**src/rtl/kw_pkg.sv**
```systemverilog
// Shared types for the key wrap round sequencer.
package kw_pkg;

    // Sequencer phases: one pass through READ..WRITE is one step.
    typedef enum logic [2:0] {
        KW_IDLE,
        KW_READ,
        KW_CAPT,
        KW_CALL,
        KW_WRITE,
        KW_FIN
    } kw_state_e;

endpackage

```
**src/rtl/kw_step_ctr.sv**
```systemverilog
// Loop counters for the six-pass schedule.
// Holds the length n, the pass index j, the block index i and the running
// step number t = n*j + i. Assumes 2 <= n <= 2**(N_W-1); the caller filters
// shorter lengths before asserting load.
module kw_step_ctr #(
    parameter int N_W    = 14,
    parameter int PASSES = 6,
    localparam int J_W   = $clog2(PASSES),
    localparam int T_W   = N_W + J_W
) (
    input  logic           clk,
    input  logic           rst_n,
    input  logic           load,
    input  logic           adv,
    input  logic           unwrap,
    input  logic [N_W-1:0] n_in,
    output logic [N_W-1:0] idx,
    output logic [T_W-1:0] t,
    output logic           last
);

    localparam logic [J_W-1:0] LAST_PASS = J_W'(PASSES - 1);
    localparam logic [N_W-1:0] ONE_N     = N_W'(1);

    logic [N_W-1:0] n_q;
    logic [J_W-1:0] pass_q;

    // Load start values for the chosen direction, then step through the loops.
    always_ff @(posedge clk) begin
        if (!rst_n) begin
            n_q    <= '0;
            pass_q <= '0;
            idx    <= '0;
            t      <= '0;
        end else if (load) begin
            n_q <= n_in;
            if (unwrap) begin
                pass_q <= LAST_PASS;
                idx    <= n_in;
                t      <= T_W'(n_in) * T_W'(PASSES);
            end else begin
                pass_q <= '0;
                idx    <= ONE_N;
                t      <= T_W'(1);
            end
        end else if (adv) begin
            if (unwrap) begin
                t <= t - T_W'(1);
                if (idx == ONE_N) begin
                    idx    <= n_q;
                    pass_q <= pass_q - J_W'(1);
                end else begin
                    idx <= idx - ONE_N;
                end
            end else begin
                t <= t + T_W'(1);
                if (idx == n_q) begin
                    idx    <= ONE_N;
                    pass_q <= pass_q + J_W'(1);
                end else begin
                    idx <= idx + ONE_N;
                end
            end
        end
    end

    // Final step of the schedule for the current direction.
    always_comb begin
        if (unwrap) last = (pass_q == '0) && (idx == ONE_N);
        else        last = (pass_q == LAST_PASS) && (idx == n_q);
    end

endmodule

```
**src/rtl/kw_ab_regs.sv**
```systemverilog
// Integrity half (A) and data half (R) registers with the step-counter fold.
// Assumes t is narrower than a half block; it is zero-extended before the XOR.
module kw_ab_regs #(
    parameter int BLK_W = 64,
    parameter int T_W   = 17
) (
    input  logic               clk,
    input  logic               rst_n,
    input  logic               load,
    input  logic [BLK_W-1:0]   a_init,
    input  logic               cap,
    input  logic [BLK_W-1:0]   r_in,
    input  logic               take,
    input  logic               unwrap,
    input  logic [T_W-1:0]     t,
    input  logic [2*BLK_W-1:0] dout,
    output logic [BLK_W-1:0]   a_q,
    output logic [BLK_W-1:0]   r_q,
    output logic [2*BLK_W-1:0] din
);

    logic [BLK_W-1:0] t_ext;
    logic [BLK_W-1:0] d_hi;
    logic [BLK_W-1:0] d_lo;

    assign t_ext = BLK_W'(t);
    assign d_hi  = dout[2*BLK_W-1:BLK_W];
    assign d_lo  = dout[BLK_W-1:0];

    // Cipher input: unwrap folds t in before the call, wrap does not.
    assign din = {(unwrap ? (a_q ^ t_ext) : a_q), r_q};

    // Load A at start, capture R from the store, absorb the cipher answer.
    always_ff @(posedge clk) begin
        if (!rst_n) begin
            a_q <= '0;
            r_q <= '0;
        end else begin
            if (load) a_q <= a_init;
            if (cap)  r_q <= r_in;
            if (take) begin
                a_q <= unwrap ? d_hi : (d_hi ^ t_ext);
                r_q <= d_lo;
            end
        end
    end

endmodule

```
**src/rtl/kw_round_seq.sv**
```systemverilog
// Key wrap / unwrap round sequencer (top).
// Walks the six-pass schedule over blocks held in a one-cycle-latency store,
// calling an external block cipher through a request/ready port for each step.
// Assumes the store returns data the cycle after mem_rd_en, and that the
// cipher holds cph_dout valid in the cycle cph_ready is high.
module kw_round_seq #(
    parameter int BLK_W  = 64,
    parameter int ADDR_W = 13,
    parameter int PASSES = 6,
    localparam int N_W   = ADDR_W + 1,
    localparam int T_W   = N_W + $clog2(PASSES),
    localparam int DAT_W = 2 * BLK_W
) (
    input  logic              clk,
    input  logic              rst_n,
    input  logic              start,
    input  logic              unwrap,
    input  logic [BLK_W-1:0]  a_init,
    input  logic [N_W-1:0]    n_blocks,
    output logic              busy,
    output logic              done,
    output logic              err,
    output logic [BLK_W-1:0]  a_out,
    output logic              mem_rd_en,
    output logic              mem_wr_en,
    output logic [ADDR_W-1:0] mem_addr,
    output logic [BLK_W-1:0]  mem_wdata,
    input  logic [BLK_W-1:0]  mem_rdata,
    output logic              cph_req,
    output logic              cph_inverse,
    output logic [DAT_W-1:0]  cph_din,
    input  logic              cph_ready,
    input  logic [DAT_W-1:0]  cph_dout
);

    import kw_pkg::*;

    kw_state_e        state_q, state_d;
    logic             mode_q;
    logic             bad_q;
    logic             accept, n_ok, take, adv, last, ctr_mode;
    logic [N_W-1:0]   idx;
    logic [T_W-1:0]   t;
    logic [BLK_W-1:0] r_q;

    assign accept   = (state_q == KW_IDLE) && start;
    assign n_ok     = n_blocks >= N_W'(2);
    assign take     = (state_q == KW_CALL) && cph_ready;
    assign adv      = (state_q == KW_WRITE) && !last;
    assign ctr_mode = (state_q == KW_IDLE) ? unwrap : mode_q;

    // Next-phase selection for the step loop.
    always_comb begin
        state_d = state_q;
        unique case (state_q)
            KW_IDLE:  if (start) state_d = n_ok ? KW_READ : KW_FIN;
            KW_READ:  state_d = KW_CAPT;
            KW_CAPT:  state_d = KW_CALL;
            KW_CALL:  if (cph_ready) state_d = KW_WRITE;
            KW_WRITE: state_d = last ? KW_FIN : KW_READ;
            KW_FIN:   state_d = KW_IDLE;
            default:  state_d = KW_IDLE;
        endcase
    end

    // Phase register plus direction and length-fault latches taken at start.
    always_ff @(posedge clk) begin
        if (!rst_n) begin
            state_q <= KW_IDLE;
            mode_q  <= 1'b0;
            bad_q   <= 1'b0;
        end else begin
            state_q <= state_d;
            if (accept) begin
                mode_q <= unwrap;
                bad_q  <= !n_ok;
            end
        end
    end

    kw_step_ctr #(
        .N_W    (N_W),
        .PASSES (PASSES)
    ) u_ctr (
        .clk    (clk),
        .rst_n  (rst_n),
        .load   (accept && n_ok),
        .adv    (adv),
        .unwrap (ctr_mode),
        .n_in   (n_blocks),
        .idx    (idx),
        .t      (t),
        .last   (last)
    );

    kw_ab_regs #(
        .BLK_W (BLK_W),
        .T_W   (T_W)
    ) u_ab (
        .clk    (clk),
        .rst_n  (rst_n),
        .load   (accept),
        .a_init (a_init),
        .cap    (state_q == KW_CAPT),
        .r_in   (mem_rdata),
        .take   (take),
        .unwrap (mode_q),
        .t      (t),
        .dout   (cph_dout),
        .a_q    (a_out),
        .r_q    (r_q),
        .din    (cph_din)
    );

    assign busy        = (state_q == KW_READ) || (state_q == KW_CAPT) ||
                         (state_q == KW_CALL) || (state_q == KW_WRITE);
    assign done        = (state_q == KW_FIN);
    assign err         = done && bad_q;
    assign mem_rd_en   = (state_q == KW_READ);
    assign mem_wr_en   = (state_q == KW_WRITE);
    assign mem_addr    = ADDR_W'(idx - N_W'(1));
    assign mem_wdata   = r_q;
    assign cph_req     = (state_q == KW_CALL);
    assign cph_inverse = mode_q;

endmodule

```
**config.mk**
```make
export PLATFORM = sky130hd
export DESIGN_NAME = kw_round_seq
export DESIGN_NICKNAME = d
export VERILOG_FILES = /design/src/rtl/kw_pkg.sv /design/src/rtl/kw_step_ctr.sv /design/src/rtl/kw_ab_regs.sv /design/src/rtl/kw_round_seq.sv
export SDC_FILE = /design/constraint.sdc
export NUM_CORES = 1
export LEC_CHECK = 0
export BUFFER_PORTS_ARGS = -buffer_cell sky130_fd_sc_hd__buf_2
export CAP_MARGIN = 15
export CORE_AREA = 2 2 216 218
export CTS_CLUSTER_SIZE = 40
export DETAILED_ROUTE_END_ITERATION = 8
export DIE_AREA = 0 0 218 220
export PLACE_DENSITY = 0.61
export SYNTH_ARGS = -nofsm -noshare
export SYNTH_HDL_FRONTEND = slang
export SYNTH_HIERARCHICAL = 1
export SYNTH_SLANG_ARGS = --single-unit
```
**constraint.sdc**
```tcl
create_clock -name clk -period 3.2 [get_ports clk]
set_input_delay 0.32 -clock clk [delete_from_list [all_inputs] [get_ports clk]]
set_output_delay 0.32 -clock clk [all_outputs]
set_load 0.01 [all_outputs]
```
==> flow_metrics.py, run 1 <==
metrics = {
    "outcome": {
        "outcome": "finished clean",
    },
    "final_layout": {
        "layout-drive-gt1-share": 0.359,
        "seq_area_sq_mm": 0.00362,
        "area_delta_synth_final_pct": 27.4,
        "fin_util": 0.345,
        "fillCellCount": 4856,
        "nets": 2232,
        "multi_input_area_sq_mm": 0.00739,
    },
    "sta": {
        "tns_ps": 0,
        "rsz0062_at_grt": "false",
        "slew_headroom": 0.438,
        "worst_pin_slew_ps": 843,
        "skew_ps": 14.0,
        "setup_violations": 0,
        "hold_viol": 0,
        "slew_violations": 0,
        "timing.final.crit_share": 0.961,
        "fin_crit_ps": 3070,
        "fmax_ghz": 0.325,
    },
    "clock_network": {
        "htreeDepth": 4,
        "cts_made_buffers": 17,
        "holdBufCountCts": 0,
        "clkLatencyLatePin_ps": 500,
        "cts_tree": "built",
        "path_clk_slew_ps": 80,
        "clkSinkCount": 181,
        "cts-root-buf": "clkbuf_16",
        "cts.path.max_buffers": 2,
    },
    "worst_setup_path": {
        "crit_cells": 13,
        "r2r_slack_ps": 130,
        "cp.required_ps": 3610,
        "worstPathMaxFanout": 10,
        "crit_type": "flip-flop to flip-flop",
        "crit_path_start": "state_q[0]",
        "r2r-end": "u_ctr/t[14]",
        "critPathLaunchType": "flip-flop",
        "timing.rr.start": "state_q[0]",
        "worst_setup_path_end_kind": "flip-flop",
        "worst-r2r-cell-count": 13,
        "slowest_stage": "mux2_4",
        "cp_top_family": "compound AO/OA/AOI/OAI gates",
        "worst_path_largest_cell_delay_ps": 380,
        "critPathArrivalTime_ps": 3480,
        "endpoint": "u_ctr/t[14]",
        "critPathBufInv": 3,
        "worstPathCellList": "nor3_4 -> mux2_4 -> buf_6 -> buf_6 -> ha_1 -> buf_4 -> a21o_1 -> a21oi_1 -> a21oi_1 -> a311oi_1 -> xnor2_1 -> mux2i_1 -> o22ai_1",
    },
    "die": {
        "core_area_sq_mm": 0.0459,
        "dieArea_sq_mm": 0.0480,
        "die_h_um": 220,
        "pin_count": 551,
        "die_x_um": 218,
        "num_rows": 79,
        "initial_core_util": 0.271,
    },
    "logic_synthesis": {
        "ys_ff_latch": 181,
        "ys_types": 77,
        "ys_top_cells_by_count": "181 x dfxtp_1, 177 x nand2_1, 145 x o21ai_0",
        "yosysMostFrequentCell": "dfxtp_1",
        "ys_async_sr_fraction": 0,
        "synth_ff_type": "dfxtp_1",
        "postSynthAreaPerCell_sq_um": 8.24,
        "syn-cell-area_sq_mm": 0.0124,
        "synth_fp_nets": 1816,
        "synth_warnings": 6,
        "synth_top_area_cell": "dfxtp_1",
        "synth_edf_count": 0,
        "synth_top_area_frac": 0.292,
        "synth_area_leaders": "dfxtp_1 29%, mux2i_1 10%, buf_4 7.0%, and2_1 5.8%, o21ai_0 5.8%",
        "netlist_instances": 1505,
        "seq_area_frac_synth": 0.292,
    },
    "power_and_ir_drop": {
        "peakVddDrop_v": 0.000288,
        "p_leak_nw": 7.20,
        "p_per_area_mw_per_mm2": 465,
    },
    "drt": {
        "drc_errors": 0,
        "viasPerCell": 4.88,
        "drtAntennaViolNets": 0,
        "routed_wl_um": 53500,
        "vias": 12470,
        "drtIter0Drc": 967,
        "dr.pass1.iters": 5,
        "wl_per_cell_um": 20.9,
    },
    "global_route": {
        "grt_max_degree": 94,
        "grt_pass1_vias": 11707,
        "antenna_found_initial": 25,
        "overflow": 0,
        "grt_pass1_wl_um": 75000,
        "grtUsageTotal": 0.212,
    },
    "job": {
        "drv_cap": 0,
    },
    "hold_path": {
        "hold_path.class": "input port to flip-flop",
    },
    "placed_design": {
        "hpwl_um": 42400,
        "port_buffers": 550,
        "gp_congestion": 0.926,
    },
}
-- sequential cells by signal, indices dropped and copies added (netlist names) --
signal        count
bad_q             1
u_ctr/pass_q      3
u_ab/r_q         64
u_ctr/t          17
u_ctr/idx        14
u_ab/a_q         64
u_ctr/n_q        14
cph_inverse       1
state_q           3
-- stage by stage --
stage	power, mW	instance area [sq um]	setup WS, ps	hold slack (ps)	std cells
detailed placement	5.01	15000	28.3	466	2508
CTS	7.40	15700	9.06	68.6	2540
global placement	4.99	15000	30.8	464	2508
global route	7.74	15800	8.28	104	2555
finish	7.35	15800	126	123	2555
floorplan	4.21	12400	21.7	439	1505
-- what timing repair did --
item,4_1_cts,5_1_grt
setup buffers,0,1
pin swaps,0,7
gates resized for setup,1,22
endpoints found under the setup margin,1,5
hold endpoints to repair,0,0
-- report_power, final --
group | internal [mW] | leakage (nW) | switching [mW]
logic | 1.08 | 5.42 | 1.31
clock network | 1.20 | 0.305 | 1.13
registers | 2.43 | 1.48 | 0.195
-- kinds of logic (layout without fill, tap and decap cells) --
family	after synthesis	in the layout	synth area share
XOR/XNOR	97	97	0.0685
AND/OR/NAND/NOR	487	487	0.198
flip-flops	181	181	0.292
multiplexers	147	147	0.124
adder cells (fa/ha/maj)	36	36	0.0381
buffers and inverters	232	661	0.122
other	0	14	0
AO/OA/AOI/OAI	325	325	0.157
-- how the worst min path moves through the flow --
| stage | slack [ps] | startpoint | to | cells after the start |
|---|---|---|---|---|
| global placement | 460 | bad_q | bad_q | 2 |
| detailed placement | 470 | bad_q | bad_q | 2 |
| floorplan | 440 | bad_q | bad_q | 2 |
| global route | 100 | cph_dout[65] | u_ab/a_q[1] | 3 |
| CTS | 70 | cph_dout[66] | u_ab/a_q[2] | 3 |
| finish | 120 | cph_dout[66] | u_ab/a_q[2] | 3 |
-- area by class of cell --
type,count,share of cell area
Timing Repair Buffer,607,0.207
Clock buffer,17,0.0269
Sequential cell,181,0.229
Clock inverter,15,0.0135
Multi-Input combinational cell,1092,0.468
Inverter,22,0.00538
Antenna cell,14,0.00222
Tap cell,607,0.0481
-- placed cells by master (no fill, tap or decap), types with 5 or more instances in the layout --
master	Yosys	routed
buf_4	116	49
nand2_1	177	176
xnor2_1	76	76
o211ai_1	8	8
a31oi_1	10	8
and3_1	6	6
xor2_1	21	21
diode_2	0	14
a21oi_1	58	58
o21ai_0	145	142
o31ai_1	7	7
buf_2	19	549
buf_12	2	6
nand4_1	11	11
o21bai_1	6	6
inv_1	21	20
clkbuf_16	0	17
nand3_1	21	21
a211oi_1	18	16
a21o_1	9	9
mux2_4	13	14
nor2b_1	19	18
and2_1	116	115
nor2_1	63	62
o21a_1	7	7
o21ai_1	13	15
nand2b_1	5	5
ha_1	33	29
nor4_1	6	6
mux2i_1	129	129
dfxtp_1	181	181
a21boi_0	6	6
inv_8	0	5
nor3_1	31	30
-- metal layers --
layer / vias up / routed length (um) / track usage
met5: - / 17 / 0
met4: 4 / 1810 / 0.111
met3: 76 / 3440 / 0.0520
met2: 454 / 27500 / 0.368
met1: 5991 / 20700 / 0.240
li1: 5945 / - / -
-- tightest hold or removal path: cells and delay by family --
| kind | cells | cell delay (ps) |
|---|---|---|
| AO/OA/AOI/OAI | 1 | 60 |
| XOR/XNOR | 1 | 110 |
| buffers and inverters | 1 | 90 |
(Power assumes the default switching activity.)
==> inputs of run 2 (changes only) <==
--- a/config.mk
+++ b/config.mk
@@ -11,8 +11,7 @@
 export CTS_CLUSTER_SIZE = 40
 export DETAILED_ROUTE_END_ITERATION = 8
 export DIE_AREA = 0 0 218 220
-export PLACE_DENSITY = 0.61
+export PLACE_DENSITY = 0.58
 export SYNTH_ARGS = -nofsm -noshare
 export SYNTH_HDL_FRONTEND = slang
-export SYNTH_HIERARCHICAL = 1
 export SYNTH_SLANG_ARGS = --single-unit
==> flow_metrics.py, run 2 <==
metrics = {
    "power_and_ir_drop": {
        "p_leak_nw": 6.77,
        "power_mw": 7.37,
        "peakVddDrop_v": 0.000290,
        "p_per_area_mw_per_mm2": 502,
    },
    "worst_setup_path": {
        "cp.required_ps": 3570,
        "worst_setup_path_end_kind": "flip-flop",
        "crit_type": "flip-flop to flip-flop",
        "worstPathMaxFanout": 7,
        "critPathLaunchType": "flip-flop",
        "critPathArrivalTime_ps": 3430,
    },
    "clock_network": {
        "cts_made_buffers": 17,
        "path_clk_slew_ps": 70,
        "clkSinkCount": 181,
        "clkLatencyLatePin_ps": 490,
        "cts.path.max_buffers": 2,
        "cts_tree": "built",
        "cts-root-buf": "clkbuf_16",
        "htreeDepth": 4,
    },
    "drt": {
        "dr.pass1.iters": 5,
        "drtAntennaViolNets": 0,
        "drtIter0Drc": 1085,
        "routed_wl_um": 47900,
        "vias": 12136,
        "viasPerCell": 4.93,
        "drc_errors": 0,
        "wl_per_cell_um": 19.4,
    },
    "logic_synthesis": {
        "synth_warnings": 0,
        "synth_top_area_frac": 0.317,
        "synth_ff_type": "dfxtp_1",
        "syn-cell-area_sq_mm": 0.0114,
        "seq_area_frac_synth": 0.317,
        "synth_fp_nets": 1770,
        "netlist_instances": 1449,
        "postSynthAreaPerCell_sq_um": 7.89,
        "yosysMostFrequentCell": "nand2_1",
        "ys_types": 73,
        "ys_async_sr_fraction": 0,
        "synth_edf_count": 0,
        "ys_top_cells_by_count": "265 x nand2_1, 181 x dfxtp_1, 115 x buf_4",
        "ys_ff_latch": 181,
        "synth_top_area_cell": "dfxtp_1",
        "synth_area_leaders": "dfxtp_1 32%, nand2_1 8.7%, buf_4 7.6%, xnor2_1 5.2%, a21oi_1 4.8%",
    },
    "final_layout": {
        "area_delta_synth_final_pct": 28.4,
        "reg_top3": "u_ab.a_q: 64 flops, u_ab.r_q: 64 flops, u_ctr.t: 17 flops",
        "nets": 2165,
        "layout-drive-gt1-share": 0.356,
        "final_cell_mix": "550 x buf_2, 263 x nand2_1, 180 x dfxtp_1, 110 x a21oi_1, 85 x nor2_1",
        "mostFrequentLayoutCell": "buf_2",
    },
    "global_route": {
        "grt_pass1_wl_um": 67700,
        "grt_max_degree": 85,
        "overflow": 0,
        "grtUsageTotal": 0.188,
        "antenna_found_initial": 5,
        "grt_pass1_vias": 11116,
    },
    "sta": {
        "fmax_ghz": 0.327,
        "skew_ps": 9.57,
        "slew_violations": 0,
        "slew_headroom": 0.482,
        "hold_viol": 0,
        "fin_crit_ps": 3060,
        "tns_ps": 0,
        "timing.final.crit_share": 0.956,
        "setup_violations": 0,
        "worst_pin_slew_ps": 777,
    },
    "placed_design": {
        "gp_congestion": 0.911,
        "hpwl_um": 37300,
        "port_buffers": 550,
    },
    "die": {
        "num_rows": 79,
        "core_area_sq_mm": 0.0459,
        "die_x_um": 218,
        "die_h_um": 220,
        "dieArea_sq_mm": 0.0480,
        "pin_count": 551,
        "initial_core_util": 0.249,
    },
    "job": {
        "drv_cap": 0,
    },
    "hold_path": {
        "hold_path.class": "input port to flip-flop",
    },
    "outcome": {
        "outcome": "finished clean",
    },
}
-- run 2: cell types whose count changed in the layout (fill, tap and decap cells not counted), moves of 14 or more --
cell / change
mux2i_1: -111
nand2_1: +87
inv_1: +16
a21oi_1: +52
o21ai_1: -14
a311oi_1: +48
and3_1: +22
nor2_1: +23
and2_1: -114
a22oi_1: +65
o21ai_0: -113
-- run 2: layout make-up --
type	count	area [sq um]
multi-input combinational	1013	6480
clock inverter	11	105
fill	4891	31200
inverter	37	144
clock buffer	19	443
tap	607	759
timing repair buffer	594	3110
sequential	181	3620
antenna	1	2.50
-- run 2: power by group --
part | switching [mW] | total (mW) | internal [mW]
clock | 0.992 | 2.07 | 1.08
sequential | 0.227 | 2.68 | 2.45
combinational | 1.52 | 2.62 | 1.10
total | 2.73 | 7.37 | 4.63
-- run 2: logic make-up after synthesis --
logic type / Yosys count / share of synthesized area
AOI/OAI and AO/OA: 362 / 0.222
xor gates and xnor gates: 82 / 0.0628
adders and majority gates: 46 / 0.0523
buffers and inverters: 255 / 0.126
DFF: 181 / 0.317
muxes: 24 / 0.0217
and+or+nand+nor: 499 / 0.198
-- run 2: through the flow --
step	cells	setup slack, ps	cell area [sq um]	hold slack, ps	util
floorplan	1449	6.80	11500	432	-
global placement	2431	138	14000	450	0.306
detailed placement	2431	104	14000	452	0.306
CTS	2461	64.9	14600	36.7	0.318
global route	2462	-10.2	14700	71.1	0.320
finish	2463	142	14700	89.6	0.320
-- run 2: final timing paths --
check	start	endpoint	slack (ps)	cells after the start
setup / recovery	state_q[2]	u_ctr.t[10]	140	12
hold / removal	a_init[27]	u_ab.a_q[27]	90	3
setup reg to reg	state_q[2]	u_ctr.t[10]	140	12
hold reg to reg	bad_q	bad_q	460	2
-- run 2: worst max-delay path, cell delays in order, from the launching register on --
cell      delay (ps)
dfxtp_2          330
nor3_4           230
mux2_4           340
buf_4            170
ha_1             290
nor2b_2          180
o31ai_4          310
buf_4            170
a211oi_1          80
o21ai_0          270
mux2i_1          240
a21oi_1          100
o221a_1          230
-- run 2: layer usage --
| metal | share of wire | up-vias | track usage |
|---|---|---|---|
| met1 | 0.42 | 5779 | 0.236 |
| met5 | 0.00069 | - | 0 |
| met3 | 0.098 | 71 | 0.0714 |
| met2 | 0.46 | 494 | 0.296 |
| met4 | 0.023 | 6 | 0.0610 |
| li1 | - | 5786 | - |
-- run 2: timing repair --
item | in CTS | in global routing
buffers inserted | 0 | 1
hold buffers | 0 | 0
resized for setup | 0 | 14
endpoints found under the setup margin | 0 | 17
==> inputs of run 3 (changes only) <==
--- a/config.mk
+++ b/config.mk
@@ -12,6 +12,7 @@
 export DETAILED_ROUTE_END_ITERATION = 8
 export DIE_AREA = 0 0 218 220
 export PLACE_DENSITY = 0.58
+export REMOVE_ABC_BUFFERS = 1
 export SYNTH_ARGS = -nofsm -noshare
 export SYNTH_HDL_FRONTEND = slang
 export SYNTH_SLANG_ARGS = --single-unit
==> flow_metrics.py, run 3 (same netlist as run 2, synthesis figures left out) <==
metrics = {
    "final_layout": {
        "area_delta_synth_final_pct": 30.3,
        "nets": 2189,
        "layout-drive-gt1-share": 0.363,
        "final_cell_mix": "550 x buf_2, 263 x nand2_1, 180 x dfxtp_1, 109 x a21oi_1, 86 x nor2_1",
        "reg_top3": "u_ab.a_q: 64 flops, u_ab.r_q: 64 flops, u_ctr.t: 17 flops",
        "final_area_sq_mm": 0.0149,
        "mostFrequentLayoutCell": "buf_2",
    },
    "worst_setup_path": {
        "worstPathCellList": "nor3_4 -> mux2_4 -> buf_4 -> buf_4 -> ha_1 -> a21oi_2 -> o2111ai_1 -> nor4b_2 -> o31a_1 -> nor4b_1 -> o31ai_1 -> a21oi_1",
        "critPathLaunchType": "flip-flop",
        "r2r_slack_ps": 150,
        "worst_setup_path_end_kind": "flip-flop",
        "r2r-end": "u_ctr.t[15]",
        "critPathArrivalTime_ps": 3480,
        "worst-r2r-cell-count": 12,
        "cp_top_family": "compound AO/OA/AOI/OAI gates",
        "critPathBufInv": 2,
        "slowest_stage": "mux2_4",
        "timing.rr.start": "state_q[2]",
        "worst_path_largest_cell_delay_ps": 370,
        "cp.required_ps": 3620,
        "critical_path.most_common_cell": "buf_4",
        "crit_type": "flip-flop to flip-flop",
        "worstPathMaxFanout": 5,
    },
    "die": {
        "dieArea_sq_mm": 0.0480,
        "core_area_sq_mm": 0.0459,
        "pin_count": 551,
        "die_h_um": 220,
        "die_x_um": 218,
        "num_rows": 79,
        "initial_core_util": 0.249,
    },
    "clock_network": {
        "cts_tree": "built",
        "htreeDepth": 4,
        "clkLatencyLatePin_ps": 490,
        "path_clk_slew_ps": 80,
        "clkSinkCount": 181,
        "cts.path.max_buffers": 2,
        "cts_made_buffers": 17,
        "cts-root-buf": "clkbuf_16",
    },
    "placed_design": {
        "port_buffers": 550,
        "hpwl_um": 41800,
        "pre_cts_ws_ps": -251,
        "placed_area_sq_mm": 0.0142,
        "gp_congestion": 0.909,
    },
    "power_and_ir_drop": {
        "p_leak_nw": 6.93,
        "power_mw": 7.68,
        "p_per_area_mw_per_mm2": 516,
        "peakVddDrop_v": 0.000344,
    },
    "drt": {
        "dr.pass1.iters": 6,
        "wl_per_cell_um": 21.4,
        "viasPerCell": 4.98,
        "routed_wl_um": 53400,
        "drc_errors": 0,
        "drtAntennaViolNets": 0,
        "vias": 12421,
        "drtIter0Drc": 1107,
    },
    "global_route": {
        "grt_pass1_wl_um": 74700,
        "grtUsageTotal": 0.211,
        "antenna_found_initial": 10,
        "grt_pass1_vias": 11535,
        "overflow": 0,
        "grt_max_degree": 77,
    },
    "sta": {
        "hold_viol": 0,
        "slew_headroom": 0.399,
        "timing.final.crit_share": 0.955,
        "layout_setup_ws_ps": 145,
        "setup_violations": 0,
        "fin_crit_ps": 3050,
        "tns_ps": 0,
        "slew_violations": 0,
        "worst_pin_slew_ps": 902,
        "fmax_ghz": 0.327,
        "rsz0062_at_grt": "false",
        "skew_ps": 14.0,
    },
    "hold_path": {
        "min_to": "cph_inverse",
        "hold_depth": 3,
        "min_from": "unwrap",
        "hold_path.class": "input port to flip-flop",
    },
    "outcome": {
        "outcome": "finished clean",
    },
    "job": {
        "drv_cap": 0,
    },
}
run 3: cell types whose count changed in the layout (fill, tap and decap cells not counted), sizes merged:
cell,delta
clkinv,-3
clkbuf,-1
buf,+24
clkinvlp,-3
diode,+4
bufinv,+1
inv,+7
run 3: per-stage QoR:
step / hold slack (ps) / cells / util
finish: 88.3 / 2492 / 0.325
global route: 67.8 / 2491 / 0.325
CTS: 44.7 / 2485 / 0.323
detailed placement: 460 / 2454 / 0.310
global placement: 452 / 2454 / 0.310
floorplan: 432 / 1231 / -
run 3: area by class of cell:
class	count	area (sq um)
Antenna cell	5	12.5
Tap cell	607	759
Sequential cell	181	3620
Clock inverter	13	159
Clock buffer	18	439
Fill cell	4935	31000
Timing Repair Buffer	618	3300
Inverter	37	144
Multi-Input combinational cell	1013	6450
run 3: where the power goes:
group          switching (mW)  leakage [nW]  internal, mW  total, mW
Sequential              0.215          1.48          2.45       2.66
Clock                    1.09         0.294          1.19       2.28
Combinational            1.57          5.15          1.17       2.74
Total                    2.87          6.93          4.81       7.68
run 3: worst max path at each step:
stage / depth (start not counted) / slack (ps) / end / from
3_3_place_gp: 12 / -170 / u_ctr.t[16] / state_q[0]
6_report: 12 / 150 / u_ctr.t[15] / state_q[2]
3_5_place_dp: 12 / -250 / u_ctr.t[16] / state_q[0]
4_1_cts: 11 / 10 / u_ctr.t[16] / state_q[0]
2_1_floorplan: 4 / -4050 / u_ab.r_q[0] / state_q[1]
5_1_grt: 12 / 10 / u_ctr.t[10] / state_q[2]
run 3: per-layer routing:
metal,wire (um),vias to the layer above,GRT usage
met5,13,-,0
met4,1070,2,0.0642
met3,4430,65,0.0600
met2,25300,518,0.341
met1,22600,5985,0.272
li1,-,5851,-
run 3: worst reg2reg max path: stages (launching register included):
cell,delay [ps]
dfxtp_1,340
nor3_4,230
mux2_4,370
buf_4,170
buf_4,140
ha_1,290
a21oi_2,180
o2111ai_1,180
nor4b_2,210
o31a_1,260
nor4b_1,370
o31ai_1,120
a21oi_1,130
run 3: what timing repair did:
action	4_1_cts	5_1_grt
setup endpoints to repair	2	2
buffers inserted	0	2
cloned	0	0
pin swaps	0	5
gates resized for setup	4	8
hold buffers	0	0
